**config.mk**
```make
export PLATFORM = sky130hd
export DESIGN_NAME = ev_ctl_top
export DESIGN_NICKNAME = d
export VERILOG_FILES = /design/src/rtl/ev_ctl_pkg.sv /design/src/rtl/ev_edge_det.sv /design/src/rtl/ev_prio_find.sv /design/src/rtl/ev_regs.sv /design/src/rtl/ev_ctl_top.sv
export SDC_FILE = /design/constraint.sdc
export NUM_CORES = 1
export LEC_CHECK = 0
export BUFFER_PORTS_ARGS = -buffer_cell sky130_fd_sc_hd__clkbuf_2
export CELL_PAD_IN_SITES_DETAIL_PLACEMENT = 1
export CELL_PAD_IN_SITES_GLOBAL_PLACEMENT = 2
export CORE_MARGIN = 4
export CORE_UTILIZATION = 36
export DETAILED_ROUTE_END_ITERATION = 8
export GPL_ROUTABILITY_DRIVEN = 1
export GPL_TIMING_DRIVEN = 0
export MAX_ROUTING_LAYER = met4
export PLACE_DENSITY = 0.87
export SETUP_SLACK_MARGIN = 0.1
export SYNTH_ARGS = -nofsm -noshare
export SYNTH_HDL_FRONTEND = slang
export SYNTH_SLANG_ARGS = --single-unit
```
**constraint.sdc**
```tcl
create_clock -name clk -period 8.8 [get_ports clk]
set_input_delay 0.44 -clock clk [delete_from_list [all_inputs] [get_ports clk]]
set_output_delay 0.44 -clock clk [all_outputs]
set_load 0.03 [all_outputs]
```
**src/rtl/ev_ctl_pkg.sv**
```systemverilog
package ev_ctl_pkg;
  typedef enum logic [1:0] {
    SEL_LATCH = 2'd0,
    SEL_MASK  = 2'd1,
    SEL_PEND  = 2'd2,
    SEL_NONE  = 2'd3
  } reg_sel_e;
endpackage

```
**src/rtl/ev_edge_det.sv**
```systemverilog
module ev_edge_det #(
  parameter int W = 16
) (
  input  logic         clk,
  input  logic         rst_n,
  input  logic [W-1:0] raw_i,
  output logic [W-1:0] rise_o
);
  logic [W-1:0] stg1_q, stg2_q;

  always_ff @(posedge clk) begin
    if (!rst_n) begin
      stg1_q <= '0;
      stg2_q <= '0;
    end else begin
      stg1_q <= raw_i;
      stg2_q <= stg1_q;
    end
  end

  assign rise_o = stg1_q & ~stg2_q;
endmodule

```
**src/rtl/ev_prio_find.sv**
```systemverilog
module ev_prio_find #(
  parameter int W  = 16,
  parameter int IW = $clog2(W)
) (
  input  logic [W-1:0]  vec_i,
  output logic          found_o,
  output logic [IW-1:0] idx_o
);
  always_comb begin
    found_o = 1'b0;
    idx_o   = '0;
    for (int i = W - 1; i >= 0; i--) begin
      if (vec_i[i]) begin
        found_o = 1'b1;
        idx_o   = IW'(i);
      end
    end
  end
endmodule

```
**src/rtl/ev_regs.sv**
```systemverilog
module ev_regs
  import ev_ctl_pkg::*;
#(
  parameter int W  = 16,
  parameter int IW = $clog2(W)
) (
  input  logic          clk,
  input  logic          rst_n,
  input  logic [W-1:0]  rise_i,
  input  logic          wr_i,
  input  reg_sel_e      sel_i,
  input  logic [W-1:0]  wdata_i,
  input  logic          acc_i,
  input  logic [IW-1:0] acc_id_i,
  input  logic          ret_i,
  input  logic          ret_found_i,
  input  logic [IW-1:0] ret_id_i,
  input  logic          en_cmd_i,
  input  logic          dis_cmd_i,
  output logic [W-1:0]  latch_o,
  output logic [W-1:0]  mask_o,
  output logic [W-1:0]  pend_o,
  output logic          glb_en_o
);
  logic [W-1:0] latch_d, mask_d, pend_d;
  logic         glb_d;

  always_comb begin
    latch_d = latch_o;
    if (wr_i && sel_i == SEL_LATCH)
      latch_d = (latch_o & mask_o) | (wdata_i & ~mask_o);
    if (acc_i)
      latch_d[acc_id_i] = 1'b0;
    latch_d = latch_d | rise_i;

    mask_d = (wr_i && sel_i == SEL_MASK) ? wdata_i : mask_o;

    pend_d = pend_o;
    if (ret_i && ret_found_i)
      pend_d[ret_id_i] = 1'b0;
    if (acc_i)
      pend_d[acc_id_i] = 1'b1;

    if (dis_cmd_i)     glb_d = 1'b0;
    else if (en_cmd_i) glb_d = 1'b1;
    else               glb_d = glb_en_o;
  end

  always_ff @(posedge clk) begin
    if (!rst_n) begin
      latch_o  <= '0;
      mask_o   <= '0;
      pend_o   <= '0;
      glb_en_o <= 1'b0;
    end else begin
      latch_o  <= latch_d;
      mask_o   <= mask_d;
      pend_o   <= pend_d;
      glb_en_o <= glb_d;
    end
  end
endmodule

```
**src/rtl/ev_ctl_top.sv**
```systemverilog
module ev_ctl_top
  import ev_ctl_pkg::*;
#(
  parameter int NUM_EV     = 16,
  parameter int GATED_BASE = 7
) (
  input  logic                       clk,
  input  logic                       rst_n,
  input  logic [NUM_EV-1:0]          ev_in,
  input  logic                       reg_wr,
  input  logic [1:0]                 reg_addr,
  input  logic [NUM_EV-1:0]          reg_wdata,
  output logic [NUM_EV-1:0]          reg_rdata,
  input  logic                       glb_en_cmd,
  input  logic                       glb_dis_cmd,
  output logic                       iss_valid,
  input  logic                       iss_ready,
  output logic [$clog2(NUM_EV)-1:0]  iss_id,
  input  logic                       ret_strobe
);
  localparam int IDX_W = $clog2(NUM_EV);

  logic [NUM_EV-1:0] rise, latch_q, mask_q, pend_q, gate, elig;
  logic              glb_en_q, elig_found, pend_found, accept;
  logic [IDX_W-1:0]  elig_id, pend_id;
  reg_sel_e          sel;

  assign sel = reg_sel_e'(reg_addr);

  ev_edge_det #(.W(NUM_EV)) edge_i (
    .clk(clk), .rst_n(rst_n), .raw_i(ev_in), .rise_o(rise)
  );

  for (genvar g = 0; g < NUM_EV; g++) begin : g_gate
    if (g < GATED_BASE) begin : g_core
      assign gate[g] = 1'b1;
    end else begin : g_gp
      assign gate[g] = glb_en_q;
    end
  end

  assign elig = latch_q & mask_q & gate;

  ev_prio_find #(.W(NUM_EV), .IW(IDX_W)) elig_find_i (
    .vec_i(elig), .found_o(elig_found), .idx_o(elig_id)
  );

  ev_prio_find #(.W(NUM_EV), .IW(IDX_W)) pend_find_i (
    .vec_i(pend_q), .found_o(pend_found), .idx_o(pend_id)
  );

  assign iss_valid = elig_found && (!pend_found || elig_id < pend_id);
  assign iss_id    = elig_id;
  assign accept    = iss_valid && iss_ready;

  ev_regs #(.W(NUM_EV), .IW(IDX_W)) regs_i (
    .clk(clk), .rst_n(rst_n), .rise_i(rise),
    .wr_i(reg_wr), .sel_i(sel), .wdata_i(reg_wdata),
    .acc_i(accept), .acc_id_i(elig_id),
    .ret_i(ret_strobe), .ret_found_i(pend_found), .ret_id_i(pend_id),
    .en_cmd_i(glb_en_cmd), .dis_cmd_i(glb_dis_cmd),
    .latch_o(latch_q), .mask_o(mask_q), .pend_o(pend_q), .glb_en_o(glb_en_q)
  );

  always_comb begin
    case (sel)
      SEL_LATCH: reg_rdata = latch_q;
      SEL_MASK:  reg_rdata = mask_q;
      SEL_PEND:  reg_rdata = pend_q;
      default:   reg_rdata = '0;
    endcase
  end
endmodule

```
Word level (Yosys, flattened, before mapping)
Cells that the tools add are included.
- order comparisons: 5
- eq/ne operators: 2
- mux-type cells: 73
- bitwise operators: 14
- reduce and logical (&&, ||, !) cells: 11
- operators with widths (kind ; count):
    two-way mux 4 bit ; 32
    AND 16 bit ; 6
    two-way mux 16 bit ; 4
    NOT 16 bit ; 4
    OR 16 bit ; 3
    one-hot mux 16 bit (3 select lines) ; 1
    two-way mux 1 bit ; 34
    < comparator 4 x 5 -> 1 bit, second input constant ; 2
    demux 1 bit (select 4 bit) ; 2
    greater-or-equal comparator 4 x 1 -> 1 bit, second input constant ; 2
    logical AND 1 bit ; 7
    < comparator 4 bit ; 1
    equality test 2 x 1 -> 1 bit, second input constant ; 1
    equality test 2 bit, second input constant ; 1
    zero test 2 bit ; 1
    OR reduction 2 bit ; 1
    zero test 1 bit ; 1
    logical OR 1 bit ; 1
    NOT 1 bit ; 1
- register bits after elaboration: 81
- input port bits: 41
- output and inout bits: 21
- logic and storage cells: 111

Depth between registers and ports, before layout
Gate-level depths: netlist of run 1.
- depth after elaboration: 26
- depth in mapped cells: 12
- depth with buffers taken out: 12

Hierarchy
From an unflattened synthesis of run 1, not the netlist that was laid out.
- cell total of the unflattened synthesis: 504
- area, all modules: 4446.8 sq um
- modules (own cells, without submodules) (module ; times used ; cells each ; area each (sq um) ; sequential area each (sq um)):
    ev_regs ; 1 ; 272 ; 2496.1 ; 980.9
    ev_edge_det ; 1 ; 83 ; 970.9 ; 640.6
    ev_ctl_top ; 1 ; 83 ; 621.8 ; 0.0
    ev_prio_find ; 2 ; 33 ; 178.9 ; 0.0

Worst setup path before layout of run 1
No wires, ideal clock.
- kind: reg-to-reg
- start point: register regs_i.mask_o[0]
- end point: register regs_i.latch_o[0]
- library setup time: 0.117 ns
- data arrival time: 3.430 ns
- data required time: 8.683 ns
- slack: 5.252 ns
- stages on the path, launching flop included: 11
- path buffers: 0
- period minus slack after synthesis: 3.548 ns
- cell sequence: dfxtp_1 a22oi_1 nand2_1 nor2_1 a21boi_0 ha_1 a211oi_1 or3b_2 o211ai_4 nand4b_2 a32o_1
- word-level cells in the longest chain between the ends: 11
- elaborated cells on any way between the ends: 21
- those cells by class: order compare: 3; mux: 6; bitwise: 8; reduce/logical: 4
- RTL lines (what ; RTL line ; source):
    from (decl) ; ev_regs.sv:21 ; output logic [W-1:0] mask_o,
    from (signal assigned) ; ev_regs.sv:57 ; mask_o <= mask_d;
    AND 16 bit * (2 in series) ; ev_ctl_top.sv:42 ; assign elig = latch_q & mask_q & gate;
    two-way mux 4 bit * ; ev_prio_find.sv:13 ; if (vec_i[i]) begin
    net iss_id[3] ; ev_ctl_top.sv:18 ; output logic [$clog2(NUM_EV)-1:0] iss_id,
    < comparator 4 x 5 -> 1 bit (not written as such) or greater-or-equal comparator 4 x 1 -> 1 bit (tied branches) ; ev_regs.sv:33 ; latch_d[acc_id_i] = 1'b0;
    logical AND 1 bit (not written as such) ; ev_regs.sv:33 ;
    two-way mux 1 bit (not written as such) ; ev_regs.sv:33 ;
    demux 1 bit (select 4 bit) ; -- ;
    NOT 16 bit (no source line) ; -- ;
    AND 16 bit (no source line) ; -- ;
    two-way mux 16 bit * ; ev_regs.sv:32 ; if (acc_i)
    OR 16 bit * ; ev_regs.sv:34 ; latch_d = latch_d | rise_i;
    to (signal assigned) ; ev_regs.sv:56 ; latch_o <= latch_d;
    to (decl) ; ev_regs.sv:20 ; output logic [W-1:0] latch_o,
The timed path passes the listed nets; every way through them passes the cells marked *.
A chain may end at the register's enable or synchronous reset.

Final worst setup path of run 1
- start point: register regs_i.mask_o[0]
- end point: output iss_valid
- word-level cells in the longest chain between the ends: 6
- elaborated cells on any way between the ends: 7
- those cells by class: order compare: 1; mux: 2; bitwise: 2; reduce/logical: 2
- RTL lines (what ; RTL line ; source):
    AND 16 bit * (2 in series) ; ev_ctl_top.sv:42 ;
    two-way mux 4 bit ; ev_prio_find.sv:13 ;
    < comparator 4 bit ; ev_ctl_top.sv:52 ; assign iss_valid = elig_found && (!pend_found || elig_id < pend_id);
    logical OR 1 bit ; ev_ctl_top.sv:52 ;
    logical AND 1 bit * ; ev_ctl_top.sv:52 ;
    to (decl) ; ev_ctl_top.sv:16 ; output logic iss_valid,
Every way passes the cells marked *; elsewhere a longest branch is shown, timed or not.

==> flow_summary_export.csv, run 1 <==
group,metric,value,unit
status,run_status,"finished clean",
floorplanning,die-height,114,um
place,port-buffer-count,59,
routing,wl_per_cell,20.1,um
layout,fin_cells,694,
worst_setup_path,r2r_end,"regs_i.latch_o[0]",
logic_synthesis,total_number_of_yosys_warnings,0,
timing,timing.clock.skew,0.0106,ns
layout,antenna_cells,0,
routing,vias_per_cell,5.51,
worst_setup_path,rr_startpoint,"regs_i.mask_o[0]",
routing,drtAntennaViolNets,0,
layout,sequential_cell_area,1620,um2
timing,min_period_over_period,44.5,%
clocking,clk_pin_slew_worst_paths,0.08,ns
timing,timing.max_slew.rel_slack,43.8,%
logic_synthesis,ys_async_sr_fraction,0,%
min_path,min_path_type,"in -> reg",
floorplanning,core_region,10900,um2
logic_synthesis,synthesis.area,4010,um2
timing,final-max-slew-violation-count,0,
floorplanning,die_x_extent,114,um
power,totalPowerFinal,841,uW
worst_setup_path,setup.worst_path.class,"reg -> out",
global_route,largest_net_degree_at_the_start_of_global_routing,15,
routing,wirelength,14000,um
floorplanning,placementRows,38,
logic_synthesis,ys_ff_latch,81,
worst_setup_path,cp_cell_sequence,"a22oi_1 -> nand2_1 -> nor2_1 -> a21boi_0 -> ha_1 -> a211oi_1 -> nand3_1 -> a32oi_1 -> clkbuf_2",
worst_setup_path,critical_path.slowest_cell,"sky130_fd_sc_hd__a22oi_1",
routing,dr_total_vias,3823,
flow_run,cap_viol_max_count,0,
clocking,cts.sinks,81,
floorplanning,initial_utilization,36.8,%
layout,final_net_count,593,
place,post-dp-hpwl,10800,um
worst_setup_path,cp-end-kind,"primary output",
min_path,hp-start,"glb_dis_cmd",
floorplanning,dieArea,12900,um2
clocking,clock_latency,0.36,ns
layout,utilization,43.2,%
worst_setup_path,worst-endpoint-arrival,3.48,ns
worst_setup_path,reg2reg_setup_slack,5.10,ns
routing,detailedRoute.firstIterationViolations,219,
logic_synthesis,post_synth_num_cell_types,62,
global_route,globalRouteTotalUtil,22.7,%
timing,max_slew.worst_pin.slew,0.843,ns
power,max-vdd-ir-drop,0.0960,mV
routing,drt_pre_antenna_iters,4,
worst_setup_path,reg2reg_depth,10,
logic_synthesis,ys_seq_area_share,40.4,%
clocking,holdBufCountCts,0,
timing,max_freq,255,MHz
timing,layout_min_cycle_time,3.92,ns
global_route,first_pass_grt_wire_length,21700,um
place,gp_congestion,0.890,
clocking,clockRootBuffer,"sky130_fd_sc_hd__clkbuf_8",
global_route,grt_pass1_vias,3858,
worst_setup_path,timing.critical_path.fanout_max,6,
clocking,tritoncts.num_buffers,9,
logic_synthesis,netlist_instances,479,
logic_synthesis,mappedNetlistNets,523,
global_route,grt_antenna_before_repair,0,
clocking,cts.repair_timing.setup_buffer_count,0,
layout,multi_input_comb_area,2210,um2
global_route,grt.overflow.total,0,
place,placedCellCount,678,
timing,setup_viol,0,
layout,design_area,4710,um2
power,cellLeakagePower,1.94,nW
layout,area.growth.synth_to_final,17.4,%
clocking,cts_repair_resize_count,0,
min_path,hold_path_depth,2,
clocking,tritoncts,"built",
logic_synthesis,syn-mean-instance-area,8.37,um2
worst_setup_path,cp_startpoint_kind,"flip-flop",
power,power_density,179,nW/um2
logic_synthesis,synth_edf_count,0,
floorplanning,number_of_primary_i_o_pins,62,
clocking,cts-htree-levels,3,
worst_setup_path,worst-endpoint-required,8.36,ns
timing,timing_hold_violations_final,0,
place,place_area,4480,um2
layout,drive_gt1_share,19.7,%
worst_setup_path,critPathMaxStageDelay,0.47,ns
timing,grt_setup_unrepaired,"false",
routing,route.detailed.drc,0,
logic_synthesis,synth-main-ff-cell,"sky130_fd_sc_hd__dfxtp_1",
layout,final.fill_count,1352,
min_path,holdPathEnd,"regs_i.glb_en_o",
timing,fin_tns_setup,0,ns
clocking,clock_tree.buffer_depth,2,
==> synthesized netlist by cell type, drive strengths merged, types with 4 or more instances <==
library cell / number / area (um2)
nand2: 84 / 315
dfxtp: 81 / 1620
o21ai: 33 / 169
nor2: 31 / 121
and2: 29 / 181
a21oi: 23 / 115
inv: 22 / 82.6
mux2i: 21 / 210
clkbuf: 15 / 56.3
nand3: 13 / 65.1
mux2: 11 / 124
a32o: 8 / 80.1
a22o: 7 / 61.3
buf: 7 / 33.8
nor3: 7 / 50.1
nand2b: 6 / 37.5
o22ai: 6 / 37.5
o311ai: 6 / 52.6
a2bb2oi: 5 / 50.0
nor4: 5 / 37.5
and4: 4 / 35.0
nand4: 4 / 25.0
==> flip-flops by register name, indices dropped and copies added (netlist names) <==
name	count
regs_i.mask_o	16
regs_i.glb_en_o	1
regs_i.pend_o	16
edge_i.stg1_q	16
edge_i.stg2_q	16
regs_i.latch_o	16
==> logic make-up after synthesis <==
group / share of synthesized area, %
AOI/OAI and AO/OA: 20.6
adders and majority gates: 0.936
buffers and inverters: 4.40
DFF: 40.4
muxes: 8.33
and+or+nand+nor: 25.3
==> layout make-up <==
type,instances,share of cell area [%]
plain buffers,22,1.91
clock inverters,5,1.81
well taps,140,3.72
repair buffers,59,6.27
multi-input cells,353,47.0
flip-flops and latches,81,34.4
clock buffers,11,3.00
inverters,23,1.83
==> metal layers <==
metal  share of wire, %  wire length (um)  up-vias  global-route usage, %
met5                  0                 0        -                      -
met1                 46              6450     1864                   29.1
met4                2.0               279        0                   7.29
met2                 47              6570       89                   36.2
met3                4.8               677       21                   4.30
li1                   -                 -     1849                      -
==> critical path: cells and delay by family (launching register included) <==
kind,cells,cell delay [ns]
DFF,1,0.38
buffers and inverters,1,0.27
and+or+nand+nor,3,0.51
AOI/OAI and AO/OA,4,1.62
adders and majority gates,1,0.33
==> power breakdown <==
| group | internal (mW) | switching, mW | leakage (nW) | total [mW] |
|---|---|---|---|---|
| Clock | 0.170 | 0.144 | 0.111 | 0.314 |
| Combinational | 0.0465 | 0.0742 | 1.17 | 0.121 |
| Sequential | 0.386 | 0.0197 | 0.666 | 0.406 |
==> layout by cell type (no fill, tap or decap), types with 8 or more instances in the layout <==
master	netlist	layout
sky130_fd_sc_hd__inv_1	22	22
sky130_fd_sc_hd__clkbuf_1	15	16
sky130_fd_sc_hd__nand2_1	84	84
sky130_fd_sc_hd__and2_1	29	29
sky130_fd_sc_hd__nor2_1	29	29
sky130_fd_sc_hd__o21ai_0	28	28
sky130_fd_sc_hd__mux2_2	11	11
sky130_fd_sc_hd__a21oi_1	23	23
sky130_fd_sc_hd__a32o_1	8	8
sky130_fd_sc_hd__dfxtp_1	81	81
sky130_fd_sc_hd__mux2i_1	21	21
sky130_fd_sc_hd__clkbuf_2	0	59
sky130_fd_sc_hd__nand3_1	13	13
sky130_fd_sc_hd__clkbuf_8	0	10
==> metrics by stage <==
stage / hold WS (ns) / setup slack [ns]
6_report: 0.250 / 4.88
5_1_grt: 0.241 / 4.55
4_1_cts: 0.235 / 4.89
3_5_place_dp: 0.410 / 5.15
3_3_place_gp: 0.404 / 5.18
2_1_floorplan: 0.392 / 5.25
==> worst max-delay path by stage <==
stage               slack, ns                end              from
floorplan                5.25  regs_i.latch_o[0]  regs_i.mask_o[0]
global placement         5.18  regs_i.latch_o[2]  regs_i.mask_o[0]
detailed placement       5.15  regs_i.latch_o[0]  regs_i.mask_o[0]
CTS                      4.89          iss_valid   regs_i.glb_en_o
global route             4.55          iss_valid  regs_i.mask_o[0]
finish                   4.88          iss_valid  regs_i.mask_o[0]
(Power assumes the default switching activity.)
==> run 2, diff against run 1 <==
Settings changed: ABC_AREA set to 1, CORE_UTILIZATION 36 to 31, PLACE_DENSITY 0.87 to 0.81.
Clock period 8.8 ns to 3.7 ns, I/O delays scaled along.
==> run 2 against run 1 <==
  * Via count increased by 3.5%
  * Worst setup slack got worse by 4.2 ns
  * Wire length decreased by 4.4%
  * Die area increased by 15%
  * Highest routed layer unchanged
  * Area after synthesis increased by 0.22%
  * Final area increased by 2.6%
  * Worst hold slack got worse by 0.24 ns
  * Sequential cell count unchanged
  * Non-clock buffer count decreased by 2
  * Register-to-register slack got worse by 4.3 ns
==> flow_summary_export.csv, run 2 <==
group,metric,value,unit
status,run_status,"finished clean",
global_route,grt_pass1_vias,4154,
timing,setup_viol,0,
floorplanning,initial_utilization,31.7,%
clocking,tritoncts,"built",
flow_run,cap_viol_max_count,0,
timing,final_critical_path_setup_slack,0.649,ns
floorplanning,number_of_primary_i_o_pins,62,
clocking,cts-htree-levels,3,
layout,utilization,38.1,%
logic_synthesis,yosys-mux-area-fraction,0,%
layout,final_net_count,691,
worst_setup_path,worst_path_most_repeated_cell,"sky130_fd_sc_hd__nand2_1",
global_route,largest_net_degree_at_the_start_of_global_routing,14,
floorplanning,core_region,12700,um2
logic_synthesis,post_synth_num_cell_types,33,
clocking,clock_tree.buffer_depth,2,
logic_synthesis,syn-mean-instance-area,6.97,um2
layout,commonest_non_fill_non_tap_cell_in_the_layout,"sky130_fd_sc_hd__nand2_1",
timing,final-max-slew-violation-count,0,
timing,timing.max_slew.rel_slack,53.8,%
logic_synthesis,synth-simple-area-share,28.5,%
layout,layout_common_cells,"158 x sky130_fd_sc_hd__nand2_1, 96 x sky130_fd_sc_hd__inv_1, 81 x sky130_fd_sc_hd__dfxtp_1",
worst_setup_path,cp_cell_sequence,"buf_6 -> nand2_1 -> o21ai_0 -> a31oi_1 -> nor2_1 -> nor2_1 -> o21bai_1 -> nand3_1 -> inv_1 -> ha_1 -> nand2_1 -> nand2_1 -> nand2_1 -> nand2_2 -> a21boi_0 -> clkbuf_2",
power,seq_power_share,43.9,%
layout,design_area,4830,um2
logic_synthesis,mappedNetlistNets,621,
global_route,grt_antenna_before_repair,0,
routing,detailedRoute.firstIterationViolations,170,
routing,dr_total_vias,3955,
routing,drtAntennaViolNets,0,
timing,min_period_over_period,82.5,%
layout,drive_gt1_share,17.8,%
place,post-dp-hpwl,10600,um
min_path,hold_path_depth,2,
timing,timing.clock.skew,0.00607,ns
logic_synthesis,synth_edf_count,0,
logic_synthesis,list_of_most_frequent_post_synthesis_cells,"158 x sky130_fd_sc_hd__nand2_1, 96 x sky130_fd_sc_hd__inv_1, 81 x sky130_fd_sc_hd__dfxtp_1, 48 x sky130_fd_sc_hd__o21ai_0, 46 x sky130_fd_sc_hd__a21oi_1",
clocking,holdBufCountCts,0,
power,totalPowerFinal,2.15,mW
global_route,first_pass_grt_wire_length,21300,um
worst_setup_path,critical_path_depth_in_cells,16,
routing,route.detailed.drc,0,
logic_synthesis,synth_top_cell_by_area,"sky130_fd_sc_hd__dfxtp_1",
routing,vias_per_cell,4.80,
worst_setup_path,critical_path.n_buffers_inverters,3,
routing,drt_pre_antenna_iters,6,
clocking,cts.sinks,81,
timing,fin_tns_setup,0,ns
worst_setup_path,cp_startpoint_kind,"flip-flop",
timing,grt_setup_unrepaired,"false",
worst_setup_path,worst-endpoint-required,3.51,ns
logic_synthesis,synth_fa_ha_area_share,0.934,%
worst_setup_path,r2r_end,"regs_i.latch_o[6]",
clocking,clockRootBuffer,"sky130_fd_sc_hd__clkbuf_16",
worst_setup_path,reg2reg_setup_slack,0.85,ns
clocking,tritoncts.num_buffers,9,
timing,max_slew.worst_pin.slew,0.691,ns
place,gp_congestion,0.846,
min_path,min_path_type,"in -> reg",
floorplanning,dieArea,14900,um2
worst_setup_path,critPathMaxStageDelay,0.33,ns
logic_synthesis,yosysTopAreaCellShare,40.3,%
clocking,clk_pin_slew_worst_paths,0.06,ns
floorplanning,placementRows,41,
worst_setup_path,rr_startpoint,"regs_i.glb_en_o",
min_path,holdPathEnd,"regs_i.glb_en_o",
logic_synthesis,total_number_of_yosys_warnings,0,
power,netSwitchingPower,601,uW
routing,wl_per_cell,16.2,um
timing,max_freq,328,MHz
logic_synthesis,ys_async_sr_fraction,0,%
power,p_comb_share,14.8,%
global_route,globalRouteTotalUtil,19.5,%
power,power.share.clock,41.4,%
routing,wirelength,13400,um
worst_setup_path,critical_path.slowest_cell,"sky130_fd_sc_hd__dfxtp_1",
layout,area.growth.synth_to_final,20.2,%
logic_synthesis,synth_xor_area_share,0,%
worst_setup_path,setup.worst_path.class,"reg -> out",
logic_synthesis,ys_seq_area_share,40.3,%
logic_synthesis,largest_family_of_logic_cells_by_synthesized_area,"simple AND/OR/NAND/NOR gates",
worst_setup_path,worst-endpoint-arrival,2.87,ns
logic_synthesis,synth-main-ff-cell,"sky130_fd_sc_hd__dfxtp_1",
timing,layout_min_cycle_time,3.05,ns
timing,timing_hold_violations_final,0,
layout,antenna_cells,0,
logic_synthesis,most_area_consuming_cells_after_synthesis,"sky130_fd_sc_hd__dfxtp_1 40%, sky130_fd_sc_hd__nand2_1 15%, sky130_fd_sc_hd__inv_1 9.0%, sky130_fd_sc_hd__o21ai_0 6.0%, sky130_fd_sc_hd__a21oi_1 5.7%",
worst_setup_path,timing.critical_path.fanout_max,10,
worst_setup_path,reg2reg_depth,19,
place,port-buffer-count,59,
power,power_density,445,nW/um2
logic_synthesis,synthesis.area,4020,um2
power,cellLeakagePower,2.48,nW
clocking,cts_repair_resize_count,0,
clocking,cts.repair_timing.setup_buffer_count,0,
floorplanning,die-height,122,um
min_path,hp-start,"glb_dis_cmd",
worst_setup_path,largest_delay_share_family_worst_path,"compound AO/OA/AOI/OAI gates",
clocking,clock_latency,0.34,ns
power,swShare,27.9,%
layout,final.fill_count,1674,
logic_synthesis,netlist_instances,577,
global_route,grt.overflow.total,0,
logic_synthesis,ys_ff_latch,81,
place,place_area,4530,um2
place,pre_cts_setup_slack,0.904,ns
logic_synthesis,most_repeated_cell_in_the_gate_level_netlist_after_synthesis,"sky130_fd_sc_hd__nand2_1",
logic_synthesis,synth-compound-area-share,18.0,%
power,intPower,1.55,mW
power,max-vdd-ir-drop,0.243,mV
floorplanning,die_x_extent,122,um
worst_setup_path,cp-end-kind,"primary output",
-- run 2: worst max path at each step --
stage / startpoint / end / slack (ns)
floorplan: regs_i.glb_en_o / iss_valid / 0.85
global placement: regs_i.glb_en_o / regs_i.latch_o[6] / 0.98
detailed placement: regs_i.pend_o[2] / regs_i.latch_o[6] / 0.90
CTS: regs_i.glb_en_o / iss_valid / 0.66
global route: regs_i.glb_en_o / iss_valid / 0.33
finish: regs_i.glb_en_o / iss_valid / 0.65
-- run 2: kinds of logic after synthesis --
logic type,after synthesis
simple gates,251
fa+ha+maj,3
flops,81
buf+inv,118
compound gates,124
-- run 2: final cells by class --
cell class	count	area (um2)	area share, %
multi-input combinational	378	1910	39.5
sequential	81	1620	33.6
inverter	98	368	7.61
timing repair buffer	59	295	6.11
clock buffer	13	280	5.80
tap	172	215	4.45
buffer	20	123	2.54
clock inverter	3	21.3	0.440
-- run 2: routing by layer --
layer / global-route usage, % / part of all wire (%) / wire length, um / vias to the layer above
li1: - / - / - / 1999
met1: 24.7 / 47 / 6290 / 1868
met2: 32.5 / 48 / 6360 / 75
met3: 2.88 / 4.0 / 538 / 13
met4: 5.25 / 1.4 / 182 / 0
met5: - / 0 / 0 / -
-- run 2: metrics by stage --
stage,hold WS [ns],instances
2_1_floorplan,0.264,577
3_3_place_gp,0.350,808
3_5_place_dp,0.363,808
4_1_cts,0.00558,824
5_1_grt,0.00402,824
6_report,0.0102,824
-- run 2: power by group through the flow --
stage                     registers (mW)  clock network (mW)  logic (mW)
after detailed placement           0.961                   0       0.320
after floorplan                    0.954                   0       0.217
after CTS                          0.942               0.909       0.321
after global placement             0.959                   0       0.309
after global routing               0.947               0.950       0.356
final                              0.942               0.889       0.318
